[config.mk]
export PLATFORM = sky130hd
export DESIGN_NAME = fermat_inv
export DESIGN_NICKNAME = d
export VERILOG_FILES = /design/src/rtl/fermat_inv.sv
export SDC_FILE = /design/constraint.sdc
export NUM_CORES = 1
export LEC_CHECK = 0
export BUFFER_PORTS_ARGS = -buffer_cell sky130_fd_sc_hd__buf_2
export CAP_MARGIN = 20
export CELL_PAD_IN_SITES_DETAIL_PLACEMENT = 0
export CELL_PAD_IN_SITES_GLOBAL_PLACEMENT = 1
export CORE_ASPECT_RATIO = 0.5
export CORE_MARGIN = 8
export CORE_UTILIZATION = 47
export CTS_BUF_LIST = sky130_fd_sc_hd__clkbuf_4 sky130_fd_sc_hd__clkbuf_8 sky130_fd_sc_hd__clkbuf_16
export CTS_CLUSTER_DIAMETER = 150
export DETAILED_ROUTE_END_ITERATION = 16
export GPL_TIMING_DRIVEN = 0
export PLACE_DENSITY = 0.79
export RECOVER_POWER = 100
export SYNTH_ARGS = -nofsm -noshare
export SYNTH_HDL_FRONTEND = slang
export SYNTH_SLANG_ARGS = --single-unit
[constraint.sdc]
create_clock -name clk -period 8.2 [get_ports clk]
set_input_delay 0.82 -clock clk [delete_from_list [all_inputs] [get_ports clk]]
set_output_delay 0.82 -clock clk [all_outputs]
set_load 0.005 [all_outputs]
[src/rtl/fermat_inv.sv]
module fermat_inv #(
  parameter int WIDTH = 16
) (
  input  logic             clk,
  input  logic             rst_n,
  input  logic             start,
  input  logic [WIDTH-1:0] a,
  input  logic [WIDTH-1:0] p,
  output logic             busy,
  output logic             done,
  output logic [WIDTH-1:0] result,
  output logic             zero_err
);
  localparam int CW = (WIDTH > 1) ? $clog2(WIDTH) : 1;
  localparam logic [CW-1:0] LAST = CW'(WIDTH - 1);

  logic [WIDTH-1:0] pm, ex, r1, r2, r3, acc;
  logic [CW-1:0]    mcnt, bidx;
  logic             sq, zflag;

  // one step of the bit-serial product: acc = 2*acc + bit*x, kept below p
  logic [CW-1:0]    yidx;
  logic [WIDTH-1:0] x, dblr, nxt;
  logic [WIDTH:0]   dbl, sum, pw;
  logic             ybit;

  assign pw   = {1'b0, pm};
  assign yidx = LAST - mcnt;
  assign ybit = r2[yidx];
  assign x    = sq ? r2 : r1;
  assign dbl  = {acc, 1'b0};
  assign dblr = (dbl >= pw) ? WIDTH'(dbl - pw) : dbl[WIDTH-1:0];
  assign sum  = {1'b0, dblr} + {1'b0, (ybit ? x : '0)};
  assign nxt  = (sum >= pw) ? WIDTH'(sum - pw) : sum[WIDTH-1:0];

  always_ff @(posedge clk or negedge rst_n) begin
    if (!rst_n) begin
      pm <= '0; ex <= '0; r1 <= '0; r2 <= '0; r3 <= '0; acc <= '0;
      mcnt <= '0; bidx <= '0; sq <= 1'b0; zflag <= 1'b0;
      busy <= 1'b0; done <= 1'b0; result <= '0; zero_err <= 1'b0;
    end else begin
      done <= 1'b0;
      if (start && !busy) begin
        pm    <= p;
        ex    <= p - WIDTH'(2);
        r1    <= WIDTH'(1);
        r2    <= a;
        r3    <= '0;
        acc   <= '0;
        mcnt  <= '0;
        bidx  <= '0;
        sq    <= 1'b0;
        zflag <= (a == '0);
        busy  <= 1'b1;
      end else if (busy) begin
        if (mcnt == LAST) begin
          acc  <= '0;
          mcnt <= '0;
          if (!sq) begin
            if (ex[bidx]) r1 <= nxt;
            else          r3 <= nxt;
            sq <= 1'b1;
          end else begin
            r2 <= nxt;
            sq <= 1'b0;
            if (bidx == LAST) begin
              busy     <= 1'b0;
              done     <= 1'b1;
              result   <= r1;
              zero_err <= zflag;
            end else begin
              bidx <= bidx + CW'(1);
            end
          end
        end else begin
          acc  <= nxt;
          mcnt <= mcnt + CW'(1);
        end
      end
    end
  end

  assert_run_ends_with_done_R4: assert property (@(posedge clk) disable iff (!rst_n)
    $fell(busy) |-> done);
  assert_done_single_R4: assert property (@(posedge clk) disable iff (!rst_n)
    done |=> !done);
  assert_done_not_busy_R4: assert property (@(posedge clk) disable iff (!rst_n)
    done |-> !busy);
  assert_operands_frozen_R6: assert property (@(posedge clk) disable iff (!rst_n)
    (busy && $past(busy)) |-> ($stable(ex) && $stable(pm)));
  assert_zero_gives_zero_R5: assert property (@(posedge clk) disable iff (!rst_n)
    (done && zero_err) |-> (result == '0));
  assert_result_reduced_R1: assert property (@(posedge clk) disable iff (!rst_n)
    done |-> (result < pm));
  assert_state_reduced_R9: assert property (@(posedge clk) disable iff (!rst_n)
    busy |-> (acc < pm && r1 < pm && r2 < pm && r3 < pm));
endmodule

==> summary.txt <==
Status
  • Outcome: finished with violations
  • Failing checks: max-capacitance violations, max-slew violations

Global routing
  • Initial antenna violation count: 0
  • Largest net degree at the start of global routing: 79
  • GRT overflow: 0
  • First-pass GRT wire length: 34100 um
  • Number of global-route vias before repair: 6149
  • Gr usage total: 21.2%

STA
  • Setup Skew: 13.2 ps
  • Final period util: 91.8%
  • Setup TNS: 0 ps
  • Period minus WS final: 7520 ps
  • Final WS setup: 676 ps
  • # setup viols final: 0
  • Relative slew slack: -188%
  • F_max: 133 MHz
  • Least-Margin Pin Slew: 4320 ps
  • Final Max Slew Viols: 111
  • Final hold vios: 0
  • RSZ-0062 raised after global routing: no

CTS
  • CTS tree: built
  • CTS root buf: clkbuf_16
  • CTS hold repair buffers: 0
  • Num CTS Buffers: 9
  • Skew-Pair Late Insertion Delay: 360 ps
  • H-tree Lvls: 3
  • Num Clock Sinks: 108
  • Clock tree buffer depth: 2
  • Worst-path clk slew: 80 ps
  • Post-CTS Setup Repair Bufs: 0
  • CTS resizes: 0

Synthesis
  • Ys async rst share: 100%
  • Top cells by count, synth: 125 x nand2_1, 108 x dfrtp_1, 63 x o21ai_0, 51 x ha_1, 50 x nor2_1
  • Gate Count Post-Synth: 815
  • EDFF count, synth: 0
  • Register bit count reported by yosys: 108
  • Yosys top cell area share: 36.3%
  • Register area share after synthesis: 36.3%
  • Yosys warning count: 0
  • Most frequent cell after synthesis: nand2_1
  • Syn Nets: 904
  • Syn Area/Cell: 9.13 um2
  • Most used flip-flop cell after synthesis: dfrtp_1
  • Post-synthesis cell type count: 73
  • Top cells by area, synth: dfrtp_1 36%, ha_1 8.6%, nand2_1 6.3%
  • Cell taking the most area after synthesis: dfrtp_1
  • Area of the mapped netlist: 7440 um2

Worst setup path
  • Crit path largest cell delay: 590 ps
  • Worst Path Max Fanout: 10
  • Most common cell on crit path: ha_1
  • Critical path endpoint category: flip-flop
  • Worst path required time: 8420 ps
  • Critical-path top delay cell: a2111oi_0
  • Crit path buf inv count: 4
  • WP data arrival: 7740 ps
  • Type of the worst setup path: flip-flop to flip-flop
  • Critical path depth: 28
  • CP top delay family: compound AO/OA/AOI/OAI gates
  • Worst Reg-to-Reg Cells: 28
  • CP Launch Type: flip-flop

Run
  • Number of max-cap violations: 2

Placement
  • Place WS: 753 ps
  • Detailed Place HPWL: 16700 um
  • Gpl congestion: 0.908
  • IO buf count: 53

Routing
  • Drt first pass iters: 5
  • Total number of vias: 6274
  • WL/cell: 19.6 um
  • Final wirelength: 21300 um
  • # DRC: 0
  • Post-route ant nets: 0
  • Via density: 5.76
  • DR iter-0 viols: 537

Floorplan
  • Initial Util: 48.1%
  • Chip width: 194 um
  • Die area: 20400 um2
  • Die height: 105 um
  • Core area: 15500 um2
  • I/O pins: 54
  • Row cnt: 32

Cells and area
  • Share of post-route cells with drive strength above 1: 11.8%
  • Layout overhead on the synthesized area: 10.0%
  • ANT cells: 0
  • Filler cells: 1513
  • Fin nets: 969
  • End-of-flow core utilization: 52.9%

Min path
  • Hold Crit Class: flip-flop to flip-flop
  • Hold depth: 2
==> cell type report <==
cell class	instances	area, um2	share of cell area [%]
timing repair buffer	54	244	2.98
multi-input combinational	639	4390	53.7
sequential	108	2700	33.0
clock buffer	10	233	2.84
clock inverter	6	56.3	0.688
tap	204	255	3.12
buffer	36	180	2.20
inverter	32	120	1.47
==> stage by stage <==
step	area, um2	cells	hold slack [ps]
2_1_floorplan	7440	815	439
3_3_place_gp	7960	1072	454
3_5_place_dp	7990	1073	459
4_1_cts	8280	1089	337
5_1_grt	8180	1089	503
6_report	8180	1089	476
==> cells in the final DEF, fill, tap and decap left out, types with 30 or more instances in the layout <==
| master | synthesis | final |
|---|---|---|
| nand2_1 | 125 | 125 |
| dfrtp_1 | 108 | 108 |
| o21ai_0 | 63 | 72 |
| a21oi_1 | 44 | 54 |
| ha_1 | 51 | 51 |
| nor2_1 | 50 | 50 |
| clkbuf_1 | 28 | 50 |
| buf_2 | 3 | 35 |
| inv_1 | 31 | 31 |
| xnor2_1 | 30 | 30 |
==> sequential cells by signal (all words and copies together) (netlist names) <==
register,count
busy,1
r2,16
r1,16
result,16
ex,15
sq,1
zero_err,1
acc,16
mcnt,4
pm,16
zflag,1
bidx,4
done,1
==> kinds of logic (layout without fill, tap and decap cells) <==
family / count (synthesis) / count (layout) / share of synthesized area, %
AO/OA/AOI/OAI: 229 / 229 / 20.2
XOR/XNOR: 49 / 49 / 5.77
adder cells (fa/ha/maj): 54 / 54 / 9.39
buffers and inverters: 68 / 138 / 4.05
flip-flops: 108 / 108 / 36.3
multiplexers: 46 / 46 / 8.41
AND/OR/NAND/NOR: 261 / 261 / 15.8
==> path summary, 6_finish.rpt <==
kind	endpoint	slack, ps	startpoint
setup / recovery	r2[8]	680	pm[1]
hold / removal	result[5]	480	result[5]
setup reg to reg	r2[8]	680	pm[1]
hold reg to reg	result[5]	480	result[5]
max in group asynchronous	r2[4]	2450	rst_n
min in group asynchronous	ex[3]	890	rst_n
==> worst register-to-register path: cells and delay by family, from the launching register on <==
kind	cells	cell delay, ps
simple gates	5	740
mux	1	410
xor+xnor	1	260
flops	1	400
fa+ha+maj	3	940
compound gates	14	4040
buf+inv	4	580
==> metal layers <==
metal / global-route usage [%] / wire length (um)
met1: 31.9 / 11100
met2: 30.1 / 8510
met3: 5.19 / 1500
met4: 4.17 / 158
met5: 0 / 0
Power is not shown: default switching activity piles up to over one toggle a cycle in this logic, so the estimate is an artifact.
